**src/rtl/tm_pkg.sv**
```systemverilog
package tm_pkg;
  localparam int unsigned TM_SLOTS = 32;
  localparam int unsigned TM_SLOT_W = $clog2(TM_SLOTS);

  typedef enum logic {
    TXN_IDLE = 1'b0,
    TXN_RUN  = 1'b1
  } txn_state_e;
endpackage

```
**src/rtl/tm_set_tracker.sv**
```systemverilog
module tm_set_tracker #(
  parameter int unsigned N_SLOTS = 32,
  localparam int unsigned SLOT_W = $clog2(N_SLOTS)
) (
  input  logic               clk_i,
  input  logic               rst_ni,
  input  logic               clr_i,
  input  logic               add_i,
  input  logic [SLOT_W-1:0]  slot_i,
  output logic [N_SLOTS-1:0] set_o
);
  logic [N_SLOTS-1:0] set_q;

  always_ff @(posedge clk_i or negedge rst_ni) begin
    if (!rst_ni)      set_q <= '0;
    else if (clr_i)   set_q <= '0;
    else if (add_i)   set_q <= set_q | (N_SLOTS'(1) << slot_i);
  end

  assign set_o = set_q;

  AST_CLR_EMPTY: assert property (@(posedge clk_i) disable iff (!rst_ni)
    clr_i |=> (set_q == '0));
  AST_ADD_MARKS: assert property (@(posedge clk_i) disable iff (!rst_ni)
    (add_i && !clr_i) |=> set_q[$past(slot_i)]);
endmodule

```
**src/rtl/tm_conflict_check.sv**
```systemverilog
module tm_conflict_check #(
  parameter int unsigned N_SLOTS = 32
) (
  input  logic               active_i,
  input  logic               valid_i,
  input  logic [N_SLOTS-1:0] remote_i,
  input  logic [N_SLOTS-1:0] local_i,
  output logic               hit_o
);
  logic [N_SLOTS-1:0] overlap;

  for (genvar g = 0; g < N_SLOTS; g++) begin : g_bit
    assign overlap[g] = remote_i[g] & local_i[g];
  end

  // only an active transaction can lose a conflict
  assign hit_o = active_i & valid_i & (|overlap);
endmodule

```
**src/rtl/txn_conflict_det.sv**
```systemverilog
module txn_conflict_det
  import tm_pkg::*;
#(
  parameter int unsigned N_SLOTS = TM_SLOTS,
  localparam int unsigned SLOT_W = $clog2(N_SLOTS)
) (
  input  logic               clk_i,
  input  logic               rst_ni,
  input  logic               begin_i,
  input  logic               end_i,
  input  logic               ld_valid_i,
  input  logic [SLOT_W-1:0]  ld_slot_i,
  input  logic               st_valid_i,
  input  logic [SLOT_W-1:0]  st_slot_i,
  input  logic               bcast_valid_i,
  input  logic [N_SLOTS-1:0] bcast_mask_i,
  output logic               abort_o,
  output logic [N_SLOTS-1:0] inval_mask_o,
  output logic               commit_o,
  output logic [N_SLOTS-1:0] commit_mask_o
);
  txn_state_e         state_q, state_d;
  logic               active;
  logic               hit, begin_acc, end_acc, set_clr;
  logic [N_SLOTS-1:0] rd_set, wr_set;
  logic               abort_q, commit_q;
  logic [N_SLOTS-1:0] inval_q, cmask_q;

  assign active    = (state_q == TXN_RUN);
  assign begin_acc = begin_i & ~active;
  assign end_acc   = end_i & active & ~hit;   // remote conflict wins
  assign set_clr   = begin_acc | end_acc | hit;

  tm_set_tracker #(.N_SLOTS(N_SLOTS)) u_rd_set (
    .clk_i  (clk_i),
    .rst_ni (rst_ni),
    .clr_i  (set_clr),
    .add_i  (active & ld_valid_i),
    .slot_i (ld_slot_i),
    .set_o  (rd_set)
  );

  tm_set_tracker #(.N_SLOTS(N_SLOTS)) u_wr_set (
    .clk_i  (clk_i),
    .rst_ni (rst_ni),
    .clr_i  (set_clr),
    .add_i  (active & st_valid_i),
    .slot_i (st_slot_i),
    .set_o  (wr_set)
  );

  tm_conflict_check #(.N_SLOTS(N_SLOTS)) u_check (
    .active_i (active),
    .valid_i  (bcast_valid_i),
    .remote_i (bcast_mask_i),
    .local_i  (rd_set),
    .hit_o    (hit)
  );

  always_comb begin
    state_d = state_q;
    if (hit || end_acc) state_d = TXN_IDLE;
    else if (begin_acc) state_d = TXN_RUN;
  end

  always_ff @(posedge clk_i or negedge rst_ni) begin
    if (!rst_ni) begin
      state_q  <= TXN_IDLE;
      abort_q  <= 1'b0;
      commit_q <= 1'b0;
      inval_q  <= '0;
      cmask_q  <= '0;
    end else begin
      state_q  <= state_d;
      abort_q  <= hit;
      commit_q <= end_acc;
      inval_q  <= hit ? wr_set : '0;
      cmask_q  <= end_acc ? wr_set : '0;
    end
  end

  assign abort_o       = abort_q;
  assign inval_mask_o  = inval_q;
  assign commit_o      = commit_q;
  assign commit_mask_o = cmask_q;

  AST_ABORT_PULSE: assert property (@(posedge clk_i) disable iff (!rst_ni)
    abort_o |=> !abort_o);
  AST_INVAL_QUIET: assert property (@(posedge clk_i) disable iff (!rst_ni)
    !abort_o |-> (inval_mask_o == '0));
  AST_COMMIT_PULSE: assert property (@(posedge clk_i) disable iff (!rst_ni)
    commit_o |=> !commit_o);
  AST_ONE_OUTCOME: assert property (@(posedge clk_i) disable iff (!rst_ni)
    !(abort_o && commit_o));
  AST_IDLE_QUIET: assert property (@(posedge clk_i) disable iff (!rst_ni)
    !active |=> !(abort_o || commit_o));
  AST_BEGIN_CLEARS: assert property (@(posedge clk_i) disable iff (!rst_ni)
    begin_acc |=> (rd_set == '0 && wr_set == '0));
endmodule

```
**config.mk**
```make
export PLATFORM = sky130hd
export DESIGN_NAME = txn_conflict_det
export DESIGN_NICKNAME = d
export VERILOG_FILES = /design/src/rtl/tm_pkg.sv /design/src/rtl/tm_set_tracker.sv /design/src/rtl/tm_conflict_check.sv /design/src/rtl/txn_conflict_det.sv
export SDC_FILE = /design/constraint.sdc
export NUM_CORES = 1
export LEC_CHECK = 0
export ABC_AREA = 0
export ABC_CLOCK_PERIOD_IN_PS = 5250
export BUFFER_PORTS_ARGS = -buffer_cell sky130_fd_sc_hd__buf_2
export CAP_MARGIN = 20
export CORE_MARGIN = 1
export CORE_UTILIZATION = 30
export CTS_CLUSTER_DIAMETER = 40
export DETAILED_ROUTE_END_ITERATION = 10
export GPL_TIMING_DRIVEN = 0
export SLEW_MARGIN = 40
export SYNTH_ARGS = -nofsm -noshare
export SYNTH_HDL_FRONTEND = slang
export SYNTH_SLANG_ARGS = --single-unit
```
**constraint.sdc**
```tcl
create_clock -name clk_i -period 5.25 [get_ports clk_i]
set_input_delay 0.2625 -clock clk_i [delete_from_list [all_inputs] [get_ports clk_i]]
set_output_delay 0.2625 -clock clk_i [all_outputs]
set_load 0.01 [all_outputs]
```
==> results of run 1 <==
worst min-delay path, cell delays in order:
cell and delay, ns:
buf_2 0.10, nor2_1 0.04, nor3_2 0.09
metrics by stage:
step | setup slack (ns) | hold WS [ns] | cells | area (um2) | utilization [%]
floorplan | 3.54 | -0.0331 | 459 | 5360 | -
global placement | 2.30 | 0.505 | 795 | 6200 | 35.7
detailed placement | 3.06 | 0.206 | 796 | 6230 | 35.9
CTS | 3.03 | 0.113 | 829 | 6840 | 39.4
global route | 2.86 | 0.131 | 829 | 6840 | 39.4
finish | 3.05 | 0.130 | 830 | 6840 | 39.4
sequential cells by signal (all words and copies together) (netlist names):
| signal | flops |
|---|---|
| commit_o | 1 |
| commit_mask_o | 32 |
| inval_mask_o | 32 |
| active | 1 |
| u_rd_set.set_o | 32 |
| abort_o | 1 |
| u_wr_set.set_o | 32 |
cells in the mapped netlist (all sizes together):
master and number:
nand4 3, a221oi 4, a21o 4, nor2 53, nand3 2, dfrtp 131, o311a 1, nor2b 13
nor3b 56, nand2 42, buf 10, a22oi 8, nand3b 2, nor3 9, inv 1, a21oi 44
a22o 4, a31o 2, clkbuf 20, and2 33, a31oi 9, nor4 2, o21ai 6
layout by cell type (no fill, tap or decap), drive strengths merged:
master and count:
a31o 2, buf 122, inv 3, nor2 53
nor2b 13, clkinv 3, nand3b 2, bufinv 2
a21o 4, dfrtp 131, o21ai 6, diode 1
nand4 3, nand3 2, dlygate4sd3 1, a22oi 8
a221oi 4, a22o 4, a21oi 44, nor3 9
clkbuf 38, and2 33, nor4 2, o311a 1
clkinvlp 7, nand2 42, nor3b 56, a31oi 9
layout make-up:
class / count / area share [%]
flip-flops and latches: 131 / 47.9
clock inverters: 14 / 2.29
inverters: 1 / 0.0549
diodes: 1 / 0.0366
well taps: 225 / 4.11
repair buffers: 113 / 8.81
plain buffers: 30 / 2.38
clock buffers: 18 / 6.42
multi-input cells: 297 / 28.0
worst paths after layout:
path	endpoint	slack (ns)	cells past startpoint
max in group asynchronous	commit_mask_o[23]$_DFF_PN0_	4.19	3
worst max-delay path	u_rd_set.set_o[3]$_DFFE_PN0P_	3.05	7
min in group asynchronous	u_rd_set.set_o[18]$_DFFE_PN0P_	0.34	2
worst max register to register	u_rd_set.set_o[3]$_DFFE_PN0P_	3.05	7
worst min-delay path	active$_DFFE_PN0P_	0.13	3
worst min register to register	commit_mask_o[11]$_DFF_PN0_	0.52	2
where the power goes:
group          internal, W  total (W)  switching, W
combinational     0.000126   0.000334      0.000208
sequential         0.00103    0.00105     0.0000145
clock             0.000715    0.00117      0.000452
total              0.00187    0.00255      0.000675
per-layer routing:
layer	vias to the layer above	GRT usage [%]
li1	1840	-
met5	-	0
met2	127	25.1
met1	1884	20.3
met3	10	4.56
met4	0	5.06
logic make-up (layout without fill, tap and decap cells):
group / after synthesis / count (layout)
flops: 131 / 131
compound gates: 82 / 82
buf+inv: 31 / 176
other cells: 0 / 1
simple gates: 215 / 215
==> reports/metrics.yaml, run 1 <==
outcome: "finished clean"
required_ns: 5.59
synth_xor_area_share_pct: 0
start_util_pct: 30.9
hold_start: "begin_i"
synth_fa_ha_area_share_pct: 0
hold_buffers: 1
dieArea_um2: 18400
drt-met1-wl_um: 5830
syn2layout_area_growth_pct: 27.7
cp-start-kind: "flip-flop"
clk_pin_slew_ns: 0.06
multiInputGateArea_um2: 1910
yosysTopAreaCell: "dfrtp_1"
critPathKind: "reg2reg"
clock_skew_ns: 0.00775
crit_start: "active$_DFFE_PN0P_"
synth.area.mux_share_pct: 0
clock-root-buffer: "clkbuf_16"
nFillCells: 1718
total_power_w: 0.00255
r2r-start: "active$_DFFE_PN0P_"
routed.top_layer: "met4"
seq_area_frac_synth_pct: 61.2
yosys.area.top_type_share_pct: 61.2
avgRoutedWirePerCell_um: 16.0
hp-class: "in2reg"
placementRows: 48
synth_top_family_by_area: "simple AND/OR/NAND/NOR gates"
critPathMaxStageDelay_ns: 0.45
rsz0062_at_grt: "false"
slowest_stage: "a21oi_2"
grt_pass1_wl_um: 21600
hold_violations: 0
fmax_ghz: 0.454
fin_tns_setup_ns: 0
totalWireLength_um: 13300
clock_path_buffers: 2
layout-drive-gt1-share_pct: 34.1
endpoint_kind: "flip-flop"
ys_seq_elements: 131
synth-compound-area-share_pct: 9.76
tritoncts: "done"
crit_top_cell: "clkbuf_1"
die_x_um: 136
clk_latency_ns: 0.42
finalSetupViolCount: 0
post-route-min-period_ns: 2.20
relSlewSlack_pct: 54.7
drc: 0
maxSlewViolCount: 0
core-area_um2: 17400
gr-total-overflow: 0
synthSimpleGateAreaFrac_pct: 26.0
syn_nets: 508
p_per_area_nw_per_um2: 373
clock-sinks: 131
cp_cell_sequence: "clkbuf_1, and2_1, clkbuf_1, a21oi_2, clkbuf_1, o21ai_0, nor2_1"
seq_area_um2: 3280
postCtsSetupRepairBufs: 0
timing.final.crit_share_pct: 42.0
routabilityCongestion: 0.839
antenna_violating_nets_post_route: 0
ctsResizeCount: 0
die_h_um: 136
synthCells: 459
ys_warn_count: 0
synth_area_um2: 5360
vias: 3861
cellLeakagePower_nw: 3.36
via_per_inst: 4.65
arrival_ns: 2.55
tightestPinTransition_ns: 0.679
avgSynthCellArea_um2: 11.7
grt_pass1_vias: 4032
cts_max_level: 4
antenna_found_initial: 1
crit_fanout: 10
routed-wl-met2_um: 6490
io_buffers: 111
track_usage_pct: 15.7
drtPass1Iterations: 4
cp_num_buf_inv: 3
io_pins: 115
synthDistinctLibCells: 27
synthTopCellsByArea: "dfrtp_1 61%, nor3b_2 10%, a21oi_1 4.0%"
cap_violations: 0
final_nets: 640
wl_met3_um: 856
first_iter_violations: 223
ir_drop_mv: 0.215
grt_max_degree: 78
cts_buffers: 17
crit_family: "buffers and inverters"
dpl.hpwl_um: 9740
Note: power is estimated with default switching activity, not from simulation.
==> run 2, diff against run 1 <==
- ABC_CLOCK_PERIOD_IN_PS: 5250 -> 2200
- clock period: 5.25 -> 2.2 ns (I/O delays scaled with it)
==> run 2 against run 1 <==
Net effect: clock power up 140%; die area did not move; worst setup slack got worse by 2.9 ns; worst hold slack worse by 0.0042 ns; final cell count stayed put; flip-flop and latch count is the same; sequential share of layout area shrank 0.19 points; clock-buffer cell count stayed put; via count is 0.47% lower; critical path type unchanged; largest cell class unchanged; largest power group unchanged.
==> reports/metrics.yaml, run 2 (synthesis gave the netlist of run 1 again) <==
hold_start: "st_slot_i[1]"
antenna_violating_nets_post_route: 0  # unchanged
crit_fanout: 10  # unchanged
layout-drive-gt1-share_pct: 35.2  # +1.1 points
fmax_ghz: 0.482  # +6.2%
cts_buffers: 17  # unchanged
layout_common_cells: "131 x dfrtp_1, 114 x buf_2, 53 x nor2_1"
switching_share_pct: 26.5  # about the same
clk_pin_slew_ns: 0.06  # about the same
clock_path_buffers: 2  # unchanged
ir_drop_mv: 0.515  # +140%
num_antenna_cells: 0  # -1
cts_max_level: 4  # unchanged
fin_tns_setup_ns: 0  # unchanged
clock_skew_ns: 0.00850  # +0.000753 ns
die_x_um: 136  # unchanged
cap_violations: 0  # unchanged
min_path_cells: 3  # unchanged
clk_latency_ns: 0.42  # about the same
p_per_area_nw_per_um2: 888  # +140%
total_power_w: 0.00610  # +140%
clock-root-buffer: "clkbuf_16"
postCtsSetupRepairBufs: 0  # unchanged
maxSlewViolCount: 0  # unchanged
clock-sinks: 131  # unchanged
switchingPower_w: 0.00162  # +140%
critPathKind: "reg2reg"
arrival_ns: 2.41  # -0.14 ns
cellLeakagePower_nw: 3.39  # +0.75%
vias: 3843  # -0.47%
grt_pass1_vias: 4032  # unchanged
hold_violations: 0  # unchanged
routabilityCongestion: 0.839  # unchanged
grt_max_degree: 78  # unchanged
reg2reg_slack_ns: 0.13  # -2.92 ns
p_clk_share_pct: 45.6  # -0.2 points
first_iter_violations: 213  # -4.5%
totalWireLength_um: 13300  # +0.14%
track_usage_pct: 15.7  # about the same
final_cell_area_um2: 6870  # +0.40%
avgRoutedWirePerCell_um: 16.0  # +0.14%
intPower_w: 0.00448  # +140%
drc: 0  # unchanged
post_dp_cell_area_um2: 6230  # unchanged
post-route-min-period_ns: 2.07  # -0.129 ns
io_buffers: 111  # unchanged
tritoncts: "done"
min_to: "u_wr_set.set_o[14]$_DFFE_PN0P_"
placementRows: 48  # unchanged
grt_pass1_wl_um: 21600  # about the same
r2r_cells: 7  # unchanged
pwr-share-comb_pct: 13.4  # +0.3 points
gr-total-overflow: 0  # unchanged
timing.final.crit_share_pct: 94.2  # +52 points
io_pins: 115  # unchanged
finalSetupViolCount: 0  # unchanged
dp_cells: 796  # unchanged
cp-start-kind: "flip-flop"
core-area_um2: 17400  # unchanged
r2r_end: "u_rd_set.set_o[2]$_DFFE_PN0P_"
rsz0062_at_grt: "true"
relSlewSlack_pct: 59.3  # +4.6 points
fin_cells: 830  # unchanged
drtPass1Iterations: 4  # unchanged
final_common_cell: "dfrtp_1"
final_nets: 641  # +0.16%
endpoint_kind: "flip-flop"
via_per_inst: 4.63  # -0.47%
required_ns: 2.53  # -3.06 ns
hp-class: "in2reg"
antenna_found_initial: 0  # -1
tightestPinTransition_ns: 0.610  # -0.0688 ns
start_util_pct: 30.9  # unchanged
r2r-start: "u_rd_set.set_o[15]$_DFFE_PN0P_"
outcome: "finished clean"
die_h_um: 136  # unchanged
dpl.hpwl_um: 9740  # unchanged
power.share.sequential_pct: 41.0  # about the same
syn2layout_area_growth_pct: 28.2
dieArea_um2: 18400  # unchanged
run 2: changes by cell type in the layout (fill, tap and decap cells not counted), sizes merged:
cell,change
diode,-1
dlygate4sd3,+1
run 2: metrics by stage:
stage,hold slack (ns),worst slack (ns),util [%]
after floorplan,-0.186,0.485,-
after global placement,0.381,-0.593,35.7
after detailed placement,0.0536,0.00855,35.9
after CTS,0.102,0.0737,39.5
after global routing,0.130,-0.00469,39.6
final,0.126,0.127,39.6
run 2: layout make-up:
cell class | count | area, um2
Clock inverter | 14 | 156
Timing Repair Buffer | 114 | 613
Fill cell | 1716 | 10500
Sequential cell | 131 | 3280
Buffer | 30 | 170
Tap cell | 225 | 282
Inverter | 1 | 3.75
Multi-Input combinational cell | 297 | 1930
Clock buffer | 18 | 439
run 2: timing repair:
| action | CTS | global route |
|---|---|---|
| endpoints found under the setup margin | 2 | 26 |
| resized for setup | 1 | 13 |
| endpoints found under the hold margin | 55 | 0 |
| hold buffers | 2 | 0 |
run 2: power by group through the flow:
stage	logic, W	registers, W	clock network [W]
after global placement	0.000782	0.00254	0
after floorplan	0.000506	0.00254	0
after detailed placement	0.000808	0.00254	0
final	0.000820	0.00250	0.00278
after global routing	0.000901	0.00250	0.00296
after CTS	0.000821	0.00250	0.00286
run 2: worst max path at each step:
stage | from | end | slack, ns | cells past startpoint
6_report | u_rd_set.set_o[15]$_DFFE_PN0P_ | u_rd_set.set_o[2]$_DFFE_PN0P_ | 0.13 | 7
5_1_grt | active$_DFFE_PN0P_ | u_wr_set.set_o[26]$_DFFE_PN0P_ | -0.005 | 6
4_1_cts | u_rd_set.set_o[15]$_DFFE_PN0P_ | u_wr_set.set_o[3]$_DFFE_PN0P_ | 0.07 | 6
3_5_place_dp | active$_DFFE_PN0P_ | u_rd_set.set_o[3]$_DFFE_PN0P_ | 0.009 | 7
3_3_place_gp | rst_ni | inval_mask_o[9]$_DFF_PN0_ | -0.59 | 1
2_1_floorplan | u_rd_set.set_o[15]$_DFFE_PN0P_ | u_rd_set.set_o[19]$_DFFE_PN0P_ | 0.49 | 7
run 2: worst max-delay path, stage by stage (launching register included):
cell and delay [ns]:
dfrtp_1 0.39, a22o_1 0.26, a221oi_2 0.19, nand4_1 0.14
o311a_1 0.45, buf_6 0.21, buf_6 0.16, nor3b_2 0.18
run 2: layer usage:
metal / part of all wire, % / track usage (%) / up-vias
met4: 0.87 / 5.06 / 0
met5: 0 / 0 / -
met1: 44 / 20.4 / 1870
li1: - / - / 1846
met3: 6.5 / 4.38 / 10
met2: 49 / 25.1 / 117
==> run 3, diff against run 2 <==
- ABC_AREA: 0 -> 1
- BUFFER_PORTS_ARGS: -buffer_cell sky130_fd_sc_hd__buf_2 -> -buffer_cell sky130_fd_sc_hd__buf_4
- CORE_MARGIN: 1 -> not set
==> run 3 against run 2 <==
Net effect: synthesized area shrank 4.7%; utilization rose by 1.9 points; clock-buffer cell count up 1; clock skew is 0.0045 ns higher; highest routed layer unchanged.
==> reports/metrics.yaml, run 3 <==
die_x_um: 132  # -2.4%
avgSynthCellArea_um2: 9.89  # -15%
grt_use_met1_pct: 18.5  # -1.9 points
grt_max_degree: 55  # -29%
synth_top_cells_by_count: "131 x dfrtp_1, 98 x nor2_1, 64 x nor2_2"
syn2layout_area_growth_pct: 34.9
dpl.hpwl_um: 8980  # -7.8%
timing.final.crit_share_pct: 80.9  # -13 points
yosys.area.top_type_share_pct: 64.2  # +3.0 points
track_usage_pct: 14.9  # -0.81 points
num_antenna_cells: 0  # unchanged
cellLeakagePower_nw: 3.34  # -1.3%
cp_cell_sequence: "nand2_1, nand2_1, nor2_1, nand2_1, nor2_1, nand2_1, nand2_4, nand3_2, buf_2, nor2_1"
crit_family: "simple AND/OR/NAND/NOR gates"
relSlewSlack_pct: 65.1  # +5.8 points
synth_flop_cell: "dfrtp_1"
multiInputGateArea_um2: 1490  # -23%
gr-total-overflow: 0  # unchanged
io_buffers: 108  # -2.7%
outcome: "finished clean"
seq_area_frac_synth_pct: 64.2  # +3.0 points
fin_tns_setup_ns: 0  # unchanged
r2r_end: "commit_mask_o[23]$_DFF_PN0_"
reg2reg_slack_ns: 0.42  # +0.29 ns
die_h_um: 132  # -2.4%
post-route-min-period_ns: 1.78  # -0.293 ns
postCtsSetupRepairBufs: 0  # unchanged
drtPass1Iterations: 4  # unchanged
ys_seq_elements: 131  # unchanged
endpoint_kind: "flip-flop"
cp-start-kind: "flip-flop"
finalSetupViolCount: 0  # unchanged
maxSlewViolCount: 0  # unchanged
clk_latency_ns: 0.42  # about the same
fmax_ghz: 0.562  # +16%
layout-drive-gt1-share_pct: 34.3  # -0.86 points
final_cell_area_um2: 6890  # +0.24%
synthTopCellsByArea: "dfrtp_1 64%, nor2_2 7.8%, nor2_1 7.2%"
routabilityCongestion: 0.837  # -0.26%
crit_fanout: 10  # unchanged
critPathMaxStageDelay_ns: 0.38  # -0.07 ns
ir_drop_mv: 0.477  # -7.3%
clock-root-buffer: "clkbuf_16"
final_nets: 697  # +8.7%
tritoncts: "done"
yosysTopAreaCell: "dfrtp_1"
clock_path_buffers: 2  # unchanged
rsz0062_at_grt: "false"
antenna_violating_nets_post_route: 0  # unchanged
grt_pass1_vias: 3983  # -1.2%
crit_path_end: "commit_mask_o[23]$_DFF_PN0_"
totalWireLength_um: 12400  # -6.9%
tightestPinTransition_ns: 0.519  # -0.0904 ns
final_common_cell: "dfrtp_1"
hp-class: "in2reg"
p_per_area_nw_per_um2: 928  # +4.5%
avgRoutedWirePerCell_um: 14.1  # -12%
drc: 0  # unchanged
post_dp_cell_area_um2: 6250  # +0.32%
clock-sinks: 131  # unchanged
clock_skew_ns: 0.0130  # +0.00454 ns
core-area_um2: 16600  # -4.5%
grt_use_met3_pct: 4.21  # -0.16 points
hold_violations: 0  # unchanged
r2r-start: "u_rd_set.set_o[8]$_DFFE_PN0P_"
clk_pin_slew_ns: 0.06  # about the same
layout_common_cells: "131 x dfrtp_1, 107 x buf_4, 98 x nor2_1"
required_ns: 2.55  # +0.02 ns
first_iter_violations: 137  # -36%
vias: 3842  # -0.026%
synthDistinctLibCells: 18  # -33%
synth-async-reset-ratio_pct: 100  # unchanged
synth_area_um2: 5100  # -4.7%
crit_start: "u_rd_set.set_o[8]$_DFFE_PN0P_"
placementRows: 47  # -2.1%
via_per_inst: 4.36  # -5.8%
slowest_stage: "dfrtp_1"
synthCells: 516  # +12%
grt_pass1_wl_um: 20000  # -7.2%
critPathKind: "reg2reg"
dieArea_um2: 17500  # -4.7%
arrival_ns: 2.13  # -0.28 ns
cts_buffers: 17  # unchanged
cp_num_buf_inv: 1  # -1
nFillCells: 1660  # -3.3%
critical_path_depth: 10  # +3
top_usage_layer: "met2"
start_util_pct: 30.8  # -0.092 points
syn_nets: 565  # +11%
use_met2_pct: 24.4  # -0.73 points
r2r_cells: 10  # +3
hold_buffers: 3  # +1
yosysMostFrequentCell: "dfrtp_1"
io_pins: 115  # unchanged
crit_top_cell: "nand2_1"
antenna_found_initial: 0  # unchanged
ys_warn_count: 0  # unchanged
ctsResizeCount: 0  # -1
cap_violations: 0  # unchanged
cts_max_level: 4  # unchanged
synth-edff-count: 0  # unchanged
seq_area_um2: 3280  # unchanged
-- run 3: how the worst min path moves through the flow --
stage | from | cells after the start | slack, ns | endpoint
after floorplan | rst_ni | 0 | -0.19 | abort_o$_DFF_PN0_
after global placement | begin_i | 3 | 0.39 | active$_DFFE_PN0P_
after detailed placement | rst_ni | 1 | -0.03 | u_rd_set.set_o[27]$_DFFE_PN0P_
after CTS | end_i | 4 | 0.04 | active$_DFFE_PN0P_
after global routing | end_i | 3 | 0.06 | commit_mask_o[0]$_DFF_PN0_
final | end_i | 3 | 0.05 | commit_mask_o[0]$_DFF_PN0_
-- run 3: logic make-up (layout without fill, tap and decap cells) --
kind of cell / after synthesis / after routing / synth area share (%)
and+or+nand+nor: 247 / 247 / 22.7
DFF: 131 / 131 / 64.2
buffers and inverters: 74 / 219 / 6.62
AOI/OAI and AO/OA: 64 / 64 / 6.47
-- run 3: final cells by class --
| cell class | count | share of cell area [%] |
|---|---|---|
| clock inverter | 13 | 2.16 |
| inverter | 52 | 2.83 |
| buffer | 22 | 2.07 |
| tap | 220 | 4.00 |
| multi-input combinational | 311 | 21.6 |
| timing repair buffer | 113 | 13.1 |
| clock buffer | 19 | 6.58 |
| sequential | 131 | 47.6 |
-- run 3: worst min-delay path, cell delays in order --
cell,delay [ns]
buf_4,0.12
nand3_2,0.14
nor2_1,0.06
-- run 3: layer usage --
metal	vias up	share of wire [%]	wire length (um)
met1	1868	46	5660
met5	-	0	0
met3	14	5.0	619
li1	1869	-	-
met2	91	48	5950
met4	0	1.4	169
-- run 3: power by group --
part	leakage [nW]	switching (W)	total, W	internal, W
clock network	0.287	0.00109	0.00283	0.00174
logic	1.23	0.000703	0.00102	0.000319
registers	1.82	0.0000604	0.00254	0.00248
-- run 3: metrics by stage --
stage	hold WS, ns	power, W	utilization [%]	cells	setup WS [ns]
floorplan	-0.186	0.00323	-	516	0.880
global placement	0.385	0.00358	37.3	844	0.404
detailed placement	-0.0294	0.00362	37.7	846	0.374
CTS	0.0439	0.00648	41.5	881	0.356
global route	0.0624	0.00667	41.5	881	0.232
finish	0.0476	0.00639	41.5	881	0.420
